--- config.mk ---
export PLATFORM = sky130hd
export DESIGN_NAME = prio_intc
export DESIGN_NICKNAME = d
export VERILOG_FILES = /design/src/rtl/prio_intc_pkg.sv /design/src/rtl/intc_pending.sv /design/src/rtl/intc_regs.sv /design/src/rtl/intc_arbiter.sv /design/src/rtl/prio_intc.sv
export SDC_FILE = /design/constraint.sdc
export NUM_CORES = 1
export LEC_CHECK = 0
export ABC_CLOCK_PERIOD_IN_PS = 1200
export BUFFER_PORTS_ARGS = -buffer_cell sky130_fd_sc_hd__buf_2
export CAP_MARGIN = 20
export CORE_MARGIN = 3
export CORE_UTILIZATION = 34
export CTS_CLUSTER_DIAMETER = 30
export DETAILED_ROUTE_END_ITERATION = 10
export GPL_TIMING_DRIVEN = 0
export PLACE_DENSITY_LB_ADDON = 0.3
export SKIP_CTS_REPAIR_TIMING = 1
export SLEW_MARGIN = 20
export SYNTH_ARGS = -nofsm -noshare
export SYNTH_HDL_FRONTEND = slang
export SYNTH_SLANG_ARGS = --single-unit
--- constraint.sdc ---
create_clock -name clk -period 1.2 [get_ports clk]
set_input_delay 0 -clock clk [delete_from_list [all_inputs] [get_ports clk]]
set_output_delay 0 -clock clk [all_outputs]
set_load 0.01 [all_outputs]
--- src/rtl/prio_intc_pkg.sv ---
package prio_intc_pkg;
    localparam int LINE_SLOTS = 32;
    localparam int LVL_W      = 3;
    localparam int MAX_LEVELS = 7;
    localparam int MAP_W      = 5;

    typedef enum logic [1:0] {
        RA_PENDING = 2'd0,
        RA_ENABLE  = 2'd1,
        RA_THRESH  = 2'd2,
        RA_SPARE   = 2'd3
    } reg_addr_e;

    typedef enum logic {
        ST_QUIET   = 1'b0,
        ST_REQUEST = 1'b1
    } req_state_e;
endpackage

--- src/rtl/intc_pending.sv ---
module intc_pending
    import prio_intc_pkg::*;
#(
    parameter int                           NUM_LINES   = 8,
    parameter logic [NUM_LINES-1:0]         EDGE_LINES  = 8'hAA,
    parameter int                           NUM_TIMERS  = 2,
    parameter logic [NUM_TIMERS*MAP_W-1:0]  TIMER_LINES = {5'd7, 5'd1}
) (
    input  logic                  clk,
    input  logic                  rst_n,
    input  logic [NUM_LINES-1:0]  line_in,
    input  logic [NUM_TIMERS-1:0] tmr_hit,
    input  logic [NUM_LINES-1:0]  clr_mask,
    output logic [NUM_LINES-1:0]  pend
);
    logic [NUM_LINES-1:0] prev_q;
    logic [NUM_LINES-1:0] tmr_vec;
    logic [NUM_LINES-1:0] pend_d;

    // route each comparator onto its configured line
    always_comb begin
        tmr_vec = '0;
        for (int i = 0; i < NUM_LINES; i++) begin
            for (int t = 0; t < NUM_TIMERS; t++) begin
                if (int'(TIMER_LINES[t*MAP_W +: MAP_W]) == i)
                    tmr_vec[i] = tmr_vec[i] | tmr_hit[t];
            end
        end
    end

    for (genvar i = 0; i < NUM_LINES; i++) begin : g_line
        if (EDGE_LINES[i]) begin : g_edge
            assign pend_d[i] = (pend[i] & ~clr_mask[i])
                             | (line_in[i] & ~prev_q[i]) | tmr_vec[i];
        end else begin : g_lvl
            assign pend_d[i] = line_in[i] | tmr_vec[i];
        end
    end

    always_ff @(posedge clk) begin
        if (!rst_n) begin
            pend   <= '0;
            prev_q <= '0;
        end else begin
            pend   <= pend_d;
            prev_q <= line_in;
        end
    end

    // level-type bits mirror the previous cycle's input
    a_r6_level_follows: assert property (@(posedge clk) disable iff (!rst_n)
        $past(rst_n) |-> ((pend & ~EDGE_LINES) == ($past(line_in | tmr_vec) & ~EDGE_LINES)));

    // an edge-type bit never falls without a clear
    a_r7_edge_sticky: assert property (@(posedge clk) disable iff (!rst_n)
        $past(rst_n) |-> ((($past(pend & ~clr_mask) & EDGE_LINES) & ~pend) == '0));
endmodule

--- src/rtl/intc_regs.sv ---
module intc_regs
    import prio_intc_pkg::*;
#(
    parameter int NUM_LINES = 8
) (
    input  logic                  clk,
    input  logic                  rst_n,
    input  logic                  we,
    input  logic [1:0]            addr,
    input  logic [LINE_SLOTS-1:0] wdata,
    input  logic [NUM_LINES-1:0]  pend,
    output logic [NUM_LINES-1:0]  en,
    output logic [LVL_W-1:0]      thresh,
    output logic [NUM_LINES-1:0]  clr_mask,
    output logic [LINE_SLOTS-1:0] rdata
);
    reg_addr_e sel;
    logic      unused_wdata;

    assign sel          = reg_addr_e'(addr);
    assign unused_wdata = ^wdata;
    assign clr_mask     = (we && sel == RA_PENDING) ? wdata[NUM_LINES-1:0] : '0;

    always_ff @(posedge clk) begin
        if (!rst_n) begin
            en     <= '0;
            thresh <= '0;
        end else if (we) begin
            if (sel == RA_ENABLE) en     <= wdata[NUM_LINES-1:0];
            if (sel == RA_THRESH) thresh <= wdata[LVL_W-1:0];
        end
    end

    always_comb begin
        rdata = '0;
        unique case (sel)
            RA_PENDING: rdata[NUM_LINES-1:0] = pend;
            RA_ENABLE:  rdata[NUM_LINES-1:0] = en;
            RA_THRESH:  rdata[LVL_W-1:0]     = thresh;
            RA_SPARE:   rdata                = '0;
        endcase
    end

    // a threshold write is visible on the next cycle
    a_r11_thresh_write: assert property (@(posedge clk) disable iff (!rst_n)
        (we && sel == RA_THRESH) |=> (thresh == $past(wdata[LVL_W-1:0])));
endmodule

--- src/rtl/intc_arbiter.sv ---
module intc_arbiter
    import prio_intc_pkg::*;
#(
    parameter int                              NUM_LINES   = 8,
    parameter int                              NUM_LEVELS  = 3,
    parameter logic [NUM_LEVELS*NUM_LINES-1:0] LEVEL_MASKS = 24'hC0_38_07
) (
    input  logic [NUM_LINES-1:0] eff,
    input  logic [LVL_W-1:0]     thresh,
    output logic                 found,
    output logic [LVL_W-1:0]     level
);
    logic [NUM_LEVELS:1] hit;

    for (genvar l = 1; l <= NUM_LEVELS; l++) begin : g_lvl
        assign hit[l] = (l > int'(thresh))
                      && |(LEVEL_MASKS[(l-1)*NUM_LINES +: NUM_LINES] & eff);
    end

    // ascending walk: the last hit is the highest qualifying level
    always_comb begin
        found = 1'b0;
        level = '0;
        for (int l = 1; l <= NUM_LEVELS; l++) begin
            if (hit[l]) begin
                found = 1'b1;
                level = LVL_W'(l);
            end
        end
    end
endmodule

--- src/rtl/prio_intc.sv ---
module prio_intc
    import prio_intc_pkg::*;
#(
    parameter int                              NUM_LINES   = 8,
    parameter int                              NUM_LEVELS  = 3,
    parameter logic [NUM_LEVELS*NUM_LINES-1:0] LEVEL_MASKS = 24'hC0_38_07,
    parameter logic [NUM_LINES-1:0]            EDGE_LINES  = 8'hAA,
    parameter int                              NUM_TIMERS  = 2,
    parameter logic [NUM_TIMERS*MAP_W-1:0]     TIMER_LINES = {5'd7, 5'd1}
) (
    input  logic                  clk,
    input  logic                  rst_n,
    input  logic [31:0]           irq_in,
    input  logic [NUM_TIMERS-1:0] timer_match,
    input  logic                  reg_we,
    input  logic [1:0]            reg_addr,
    input  logic [31:0]           reg_wdata,
    output logic [31:0]           reg_rdata,
    output logic                  irq_req,
    output logic [2:0]            irq_level
);
    logic [NUM_LINES-1:0] pend, en, clr_mask;
    logic [LVL_W-1:0]     thresh, arb_level;
    logic                 found;
    req_state_e           state_q, state_d;
    logic [LVL_W-1:0]     level_q;
    logic                 unused_spare;

    if (NUM_LINES < LINE_SLOTS) begin : g_spare
        assign unused_spare = ^irq_in[LINE_SLOTS-1:NUM_LINES];
    end else begin : g_full
        assign unused_spare = 1'b0;
    end

    intc_pending #(
        .NUM_LINES(NUM_LINES), .EDGE_LINES(EDGE_LINES),
        .NUM_TIMERS(NUM_TIMERS), .TIMER_LINES(TIMER_LINES)
    ) u_pending (
        .clk(clk), .rst_n(rst_n), .line_in(irq_in[NUM_LINES-1:0]),
        .tmr_hit(timer_match), .clr_mask(clr_mask), .pend(pend)
    );

    intc_regs #(.NUM_LINES(NUM_LINES)) u_regs (
        .clk(clk), .rst_n(rst_n), .we(reg_we), .addr(reg_addr),
        .wdata(reg_wdata), .pend(pend), .en(en), .thresh(thresh),
        .clr_mask(clr_mask), .rdata(reg_rdata)
    );

    intc_arbiter #(
        .NUM_LINES(NUM_LINES), .NUM_LEVELS(NUM_LEVELS), .LEVEL_MASKS(LEVEL_MASKS)
    ) u_arb (
        .eff(pend & en), .thresh(thresh), .found(found), .level(arb_level)
    );

    // next-state: WAKE, DROP, RETARGET, HOLD
    always_comb begin
        state_d = state_q;
        unique case (state_q)
            ST_QUIET:   if (found)  state_d = ST_REQUEST;
            ST_REQUEST: if (!found) state_d = ST_QUIET;
        endcase
    end

    always_ff @(posedge clk) begin
        if (!rst_n) state_q <= ST_QUIET;
        else        state_q <= state_d;
    end

    // output register: level refreshed on WAKE and RETARGET, zeroed on DROP
    always_ff @(posedge clk) begin
        if (!rst_n)                  level_q <= '0;
        else if (state_d == ST_REQUEST) level_q <= arb_level;
        else                         level_q <= '0;
    end

    assign irq_req   = (state_q == ST_REQUEST);
    assign irq_level = level_q;

    a_r4_above_threshold: assert property (@(posedge clk) disable iff (!rst_n)
        irq_req |-> (irq_level > $past(thresh)));
    a_r5_quiet_level_zero: assert property (@(posedge clk) disable iff (!rst_n)
        !irq_req |-> (irq_level == '0));
    a_r3_level_in_range: assert property (@(posedge clk) disable iff (!rst_n)
        irq_req |-> (irq_level != '0 && int'(irq_level) <= NUM_LEVELS));
    a_r2_needs_enabled: assert property (@(posedge clk) disable iff (!rst_n)
        irq_req |-> ($past(pend & en) != '0));
endmodule

; ---- Word level (Yosys, flattened, before mapping)
; Cells that the tools add are included.
[totals]
elab_cells = 60
reg_bits = 31
input_bits = 71
out_inout_bits = 36
[classes]
n_lt_le_gt_ge = 3
eq_ne = 3
reduce_logical = 12
n_mux = 10
bitwise = 25
[op_table]
columns = operator, n
row1 = 3-bit one-hot mux with 4 select lines, 1
row2 = 1-bit inverter, 10
row3 = 5-bit one-hot mux with 2 select lines, 1
row4 = 1-bit AND, 8
row5 = 8-bit AND, 1
row6 = 8-bit two-way mux, 1
row7 = "2-bit by 3-bit > comparator with 1-bit output, first input constant", 2
row8 = 1-bit bitwise OR, 6
row9 = 2-bit AND reduction, 3
row10 = 3-bit OR reduction, 2
row11 = 1-bit two-way mux, 5
row12 = "2-bit == test, second input constant", 2
row13 = 1-bit logical AND, 4
row14 = 2-bit two-way mux, 2
row15 = 4-bit OR reduction, 1
row16 = "1-bit by 3-bit > comparator with 1-bit output, first input constant", 1
row17 = "2-bit by 1-bit == test with 1-bit output, second input constant", 1
row18 = 2-bit zero test, 1
row19 = 2-bit OR reduction, 1

; ---- Longest topological paths before layout
; Gate-level depths: netlist of run 1.
[logic_depth]
word_depth = 9
depth_mapped = 4
mapped_depth_nobuf = 3

; ---- Modules after synthesis
; From an unflattened synthesis of run 1, not the netlist that was laid out.
[hier_totals]
hier_cells = 162
hier_area_um2 = 1498.9
[modules_own_cells]
columns = mod, n_inst, area_per_inst_um2, seq_area_each_um2, cells_each
row1 = intc_regs, 1, 840.8, 220.2, 99
row2 = intc_pending, 1, 425.4, 240.2, 37
row3 = prio_intc, 1, 156.4, 80.1, 16
row4 = intc_arbiter, 1, 76.3, 0.0, 10

; ---- Worst setup path before layout of run 1
; Ideal clock, no wire load.
[synth_timing]
kind = register -> register
from = reg u_pending.pend[3]
to = reg level_q[0] (netlist: irq_level[0])
setup_ps = 70
slack_ps = -85
required_ps = 1130
n_path_buf = 0
synth_period_minus_slack_ps = 1285
arrival_time_ps = 1216
stages_incl_launch_ff = 4
cell_sequence = dfxtp_1 -> a222oi_1 -> or4b_1 -> a21oi_1
[synth_via]
elab_chain_cells = 7
elab_cells_between_ends = 9
classes_between = mux (5) / bitwise (1) / reduce/logical (3)
[synth_rtl]
columns = item, line_no
row1 = from (decl), intc_pending.sv:14  ; output logic [NUM_LINES-1:0] pend
row2 = from (signal assigned), intc_pending.sv:45  ; pend <= pend_d;
row3 = 8-bit AND *, prio_intc.sv:52  ; .eff(pend & en), .thresh(thresh), .found(found), .level(arb_level)
row4 = 3-bit OR reduction *, intc_arbiter.sv:17  ; && |(LEVEL_MASKS[(l-1)*NUM_LINES +: NUM_LINES] & eff);
row5 = 1-bit logical AND *, intc_arbiter.sv:17
row6 = 1-bit two-way mux (2 in a row), intc_arbiter.sv:25  ; if (hit[l]) begin
row7 = 1-bit two-way mux, "prio_intc.sv:59, prio_intc.sv:60"
row8 = 2-bit AND reduction (no line), n/a
row9 = to (signal assigned), prio_intc.sv:72  ; else if (state_d == ST_REQUEST) level_q <= arb_level;
row10 = to (decl), prio_intc.sv:26  ; logic [LVL_W-1:0] level_q;
; Every way passes the cells marked *; elsewhere a longest branch is shown, timed or not.
; A chain may end at the register's enable or synchronous reset.

; ---- Final worst setup path of run 1
; Ends and elaborated chain as after synthesis.

==> results of run 1 <==
==> routing by layer <==
layer | part of all wire | vias to the layer above | routed length (um)
li1 | - | 589 | -
met1 | 0.45 | 479 | 1330
met2 | 0.47 | 41 | 1380
met3 | 0.070 | 2 | 204
met4 | 0.0065 | 0 | 19
met5 | 0 | - | 0
==> cell usage after synthesis, drive strengths merged, types with 2 or more instances <==
cell type / n / share of area
buf: 27 / 0.15
dfxtp: 26 / 0.40
a21boi: 12 / 0.070
nand2: 12 / 0.035
mux2i: 11 / 0.085
nand3: 9 / 0.035
and2: 8 / 0.039
nor2b: 8 / 0.039
nor2: 5 / 0.014
clkbuf: 4 / 0.012
o21ai: 3 / 0.012
a222oi: 2 / 0.015
nand3b: 2 / 0.012
o21a: 2 / 0.012
o31a: 2 / 0.014
==> kinds of logic (layout without fill, tap and decap cells) <==
logic type / Yosys count / after routing / synth area share
and+or+nand+nor: 49 / 49 / 0.202
buffers and inverters: 31 / 83 / 0.164
DFF: 26 / 26 / 0.402
AOI/OAI and AO/OA: 25 / 25 / 0.145
muxes: 11 / 11 / 0.0849
other: 1 / 25 / 0.00289
==> layout make-up <==
cell class,count,area share
sequential,26,0.284
clock inverter,1,0.0162
tap,46,0.0311
timing repair buffer,48,0.168
clock buffer,3,0.0223
buffer,31,0.115
multi-input combinational,110,0.363
==> worst max-delay path, delay by kind of cell (launching register included) <==
kind            cells  cell delay (ns)
buf+inv             1             0.18
simple gates        1             0.45
flops               1             0.33
compound gates      2             0.44
==> worst paths after layout <==
kind                                     start                   endpoint  slack, ns  cells after the start
setup / recovery  u_pending.pend[3]$_SDFF_PN0_    irq_level[0]$_SDFF_PN0_      -0.26                      4
hold / removal                    reg_wdata[3]  u_regs.en[3]$_SDFFE_PN0P_      -0.02                      3
setup reg to reg  u_pending.pend[3]$_SDFF_PN0_    irq_level[0]$_SDFF_PN0_      -0.26                      4
hold reg to reg      u_regs.en[3]$_SDFFE_PN0P_  u_regs.en[3]$_SDFFE_PN0P_       0.48                      2
==> state kept, by name, summed over array words and instances, names as in the netlist <==
name	count
u_pending.pend	8
u_regs.en	8
u_pending.prev_q	4
u_regs.thresh	3
irq_level	2
irq_req	1
==> where the power goes <==
group | internal [mW] | total, mW | switching (mW) | leakage [nW]
clock network | 0.446 | 0.722 | 0.276 | 0.0357
logic | 0.185 | 0.340 | 0.156 | 0.654
registers | 0.906 | 0.930 | 0.0243 | 0.216
total | 1.54 | 1.99 | 0.456 | 0.906
==> metrics by stage <==
step                power, mW  hold WS [ns]
finish                   1.99       -0.0151
global route             2.09        0.0156
CTS                      1.97       -0.0788
detailed placement       1.25         0.208
global placement         1.25         0.206
floorplan                1.16         0.127
==> impl_metrics.env, run 1 <==
export IMPL_h_tree_depth=1
export IMPL_placed_area_um2=1610
export IMPL_fin_skew_ns=0.00377
export IMPL_vias=1111
export IMPL_maxCapViolCount=0
export IMPL_cp_cell_sequence="a222oi_1 > buf_4 > or4b_4 > a21oi_2"
export IMPL_drive_gt1_frac=0.342
export IMPL_drtIter0Drc=25
export IMPL_wl_mm=2.93
export IMPL_antenna_found_initial=0
export IMPL_ys_seq_elements=26
export IMPL_setup_violations_final=2
export IMPL_clkTransAtPathRegs_ns=0.09
export IMPL_power_density_nw_per_um2=1080
export IMPL_postLayoutCellArea_um2=1850
export IMPL_syn_inst=143
export IMPL_slew_viol_final=0
export IMPL_cts_sinks=26
export IMPL_yosysWarnings=0
export IMPL_setup_tns_ns=-0.267
export IMPL_crit_type="reg -> reg"
export IMPL_rsz0062_at_grt="true"
export IMPL_synthDistinctLibCells=26
export IMPL_via_per_inst=4.19
export IMPL_nNetsFinal=291
export IMPL_grt_pass1_wl_mm=4.45
export IMPL_post_drt_wl_per_cell_um=11.1
export IMPL_cts_buffers=3
export IMPL_fin_crit_ns=1.46
export IMPL_synth_edf_count=0
export IMPL_boundaryPins=107
export IMPL_dp_hpwl_mm=2.12
export IMPL_min_path_type="in -> reg"
export IMPL_final_common_cell="buf_2"
export IMPL_synthArstFlopShare=0
export IMPL_ys_seq_area_frac=0.402
export IMPL_drcViolationCount=0
export IMPL_pre_cts_ws_ns=-0.286
export IMPL_outcome="complete, but fails checks"
export IMPL_post_route_util=0.529
export IMPL_ir_drop_mv=0.734
export IMPL_cts_tree="built"
export IMPL_grt_busiest_layer="met2"
export IMPL_start_util=0.371
export IMPL_clock_latency_ns=0.27
export IMPL_min_period_over_period=1.22
export IMPL_multi_input_area_um2=671
export IMPL_chipHeight_um=67.7
export IMPL_cp_arrival_ns=1.67
export IMPL_use_met3=0.0333
export IMPL_cp_end_kind="register"
export IMPL_syn_area_um2=1300
export IMPL_dr_pass1_iters=4
export IMPL_worst_path_max_fanout=3
export IMPL_grt_max_degree=16
export IMPL_hold_ws_ns=-0.0151
export IMPL_ant_nets=0
export IMPL_placementRows=21
export IMPL_leakagePower_nw=0.906
export IMPL_dp_cells=246
export IMPL_grt_pass1_vias=950
export IMPL_start_kind="register"
export IMPL_synth_avg_cell_area_um2=9.06
export IMPL_cpMaxStageDelayCell="or4b_4"
export IMPL_setup_slack_ns=-0.258
export IMPL_regArea_um2=526
export IMPL_root_buffer="clkbuf_8"
export IMPL_timing_fmax_mhz=686
export IMPL_met2_usage=0.198
export IMPL_cts_max_path_buffers=2
export IMPL_synth_ff_type="dfxtp_1"
export IMPL_critical_path_max_stage_delay_ns=0.45
export IMPL_violations="hold timing, setup timing"
export IMPL_diodes=0
export IMPL_coreArea_um2=3490
export IMPL_grt_use_total=0.128
export IMPL_finalNonFillerCells=265
export IMPL_layout_common_cells="buf_2, buf_4, conb_1"
export IMPL_die_area_um2=4590
export IMPL_area_growth_pct=42.6
export IMPL_die_x_um=67.7
export IMPL_worst_ep_required_time_ns=1.41
export IMPL_fillers=367
export IMPL_portBuffers=33
export IMPL_place_congestion=0.756
export IMPL_grtUsageMet1=0.177
export IMPL_overflow=0
export IMPL_final_hold_viol_count=2
Power figures use the tool's default switching activity.
==> inputs of run 2 (changes only) <==
--- a/config.mk
+++ b/config.mk
@@ -13,6 +13,7 @@
 export CTS_CLUSTER_DIAMETER = 30
 export DETAILED_ROUTE_END_ITERATION = 10
 export GPL_TIMING_DRIVEN = 0
+export HOLD_SLACK_MARGIN = 0.12
 export PLACE_DENSITY_LB_ADDON = 0.3
 export SKIP_CTS_REPAIR_TIMING = 1
 export SLEW_MARGIN = 20
==> run 2 against run 1 <==
  * Utilization grew 2.3 points
  * Maximum frequency shrank 0.26%
  * Flip-flop and latch count is the same
  * Register-to-register slack is essentially flat
  * Worst hold slack gained 0.24 ns
  * Via count grew 2.4%
  * Combinational power grew 5.9%
  * Clock power grew 0.8%
  * First-iteration DRC count grew 12%
  * Critical path depth is the same
  * Sequential power is essentially flat
  * The run ends with setup timing left
==> impl_metrics.env, run 2 (same netlist as run 1, synthesis figures left out) <==
export IMPL_outcome="complete, but fails checks"
export IMPL_violations="setup timing"
export IMPL_wl_mm=2.97
export IMPL_postLayoutCellArea_um2=1930
export IMPL_min_path_type="in -> reg"
export IMPL_setup_slack_ns=-0.262
export IMPL_final_common_cell="buf_2"
export IMPL_top_regs="u_pending.pend (8), u_regs.en (8), u_pending.prev_q (4)"
export IMPL_worst_ep_required_time_ns=1.41
export IMPL_vias=1138
export IMPL_start_kind="register"
export IMPL_fin_skew_ns=0.00291
export IMPL_multi_input_area_um2=671
export IMPL_cp_arrival_ns=1.68
export IMPL_placementRows=21
export IMPL_crit_type="reg -> reg"
export IMPL_cts_tree="built"
export IMPL_start_util=0.371
export IMPL_cp_end_kind="register"
export IMPL_power_density_nw_per_um2=1050
export IMPL_grt_pass1_wl_mm=4.45
export IMPL_path_buf_inv=1
export IMPL_portBuffers=33
export IMPL_place_congestion=0.756
export IMPL_layout_common_cells="buf_2, buf_4, conb_1"
export IMPL_clock_latency_ns=0.27
export IMPL_maxCapViolCount=0
export IMPL_via_per_inst=4.17
export IMPL_cts_max_path_buffers=2
export IMPL_drtIter0Drc=28
export IMPL_placed_area_um2=1610
export IMPL_fillers=354
export IMPL_total_power_mw=2.02
export IMPL_die_x_um=67.7
export IMPL_dp_hpwl_mm=2.12
export IMPL_rsz0062_at_grt="true"
export IMPL_coreArea_um2=3490
export IMPL_timing_fmax_mhz=684
export IMPL_die_area_um2=4590
export IMPL_ant_nets=0
export IMPL_dr_pass1_iters=4
export IMPL_post_drt_wl_per_cell_um=10.9
export IMPL_grt_max_degree=16
export IMPL_critical_path_max_stage_delay_ns=0.45
export IMPL_drive_gt1_frac=0.330
export IMPL_hold_ws_ns=0.222
export IMPL_cts_sinks=26
export IMPL_nNetsFinal=299
export IMPL_leakagePower_nw=0.940
export IMPL_root_buffer="clkbuf_8"
export IMPL_overflow=0
export IMPL_ir_drop_mv=0.751
export IMPL_regArea_um2=526
export IMPL_chipHeight_um=67.7
export IMPL_boundaryPins=107
export IMPL_fin_crit_ns=1.46
export IMPL_cpMaxStageDelayCell="or4b_4"
export IMPL_grt_use_total=0.128
export IMPL_drcViolationCount=0
export IMPL_path_delay_family="simple AND/OR/NAND/NOR gates"
export IMPL_setup_tns_ns=-0.276
export IMPL_slew_viol_final=0
export IMPL_clkTransAtPathRegs_ns=0.09
export IMPL_h_tree_depth=1
export IMPL_final_hold_viol_count=0
export IMPL_cp_cell_sequence="a222oi_1 > buf_4 > or4b_4 > a21oi_2"
export IMPL_setup_violations_final=3
export IMPL_area_growth_pct=48.7
export IMPL_cts_buffers=3
export IMPL_grt_pass1_vias=950
export IMPL_worst_path_max_fanout=3
export IMPL_antenna_found_initial=0
export IMPL_min_period_over_period=1.22
export IMPL_diodes=0
## run 2: metal layers
metal | routed length (um) | share of wire | vias to the layer above | track usage
li1 | - | - | 608 | -
met1 | 1330 | 0.45 | 487 | 0.177
met2 | 1410 | 0.48 | 41 | 0.198
met3 | 212 | 0.071 | 2 | 0.0333
met4 | 19 | 0.0064 | 0 | 0.0304
met5 | 0 | 0 | - | 0
## run 2: where the power goes
group | switching, mW | internal, mW | total [mW]
Clock | 0.282 | 0.446 | 0.728
Combinational | 0.159 | 0.202 | 0.360
Sequential | 0.0243 | 0.906 | 0.930
Total | 0.465 | 1.55 | 2.02
## run 2: cell type report
cell class | count | area share
clock inverter | 1 | 0.0156
multi-input combinational | 110 | 0.348
sequential | 26 | 0.273
tap | 46 | 0.0299
clock buffer | 3 | 0.0214
timing repair buffer | 56 | 0.202
buffer | 31 | 0.110
## run 2: worst reg2reg max path, cell delays in order (launching register included)
cell      delay, ns
dfxtp_2        0.33
a222oi_1       0.32
buf_4          0.18
or4b_4         0.45
a21oi_2        0.12
## run 2: worst paths after layout
path                                                    from                            to  slack, ns  cells after the start
worst max-delay path            u_pending.pend[3]$_SDFF_PN0_       irq_level[0]$_SDFF_PN0_      -0.26                      4
worst min-delay path                             reg_addr[1]  u_pending.pend[5]$_SDFF_PN0_       0.22                      4
worst max register to register  u_pending.pend[3]$_SDFF_PN0_       irq_level[0]$_SDFF_PN0_      -0.26                      4
worst min register to register     u_regs.en[3]$_SDFFE_PN0P_     u_regs.en[3]$_SDFFE_PN0P_       0.48                      2
## run 2: metrics by stage
step | std cells | utilization | setup WS [ns]
after floorplan | 167 | - | -0.0730
after global placement | 246 | 0.460 | -0.295
after detailed placement | 246 | 0.460 | -0.286
after CTS | 250 | 0.481 | -0.314
after global routing | 273 | 0.552 | -0.327
final | 273 | 0.552 | -0.262
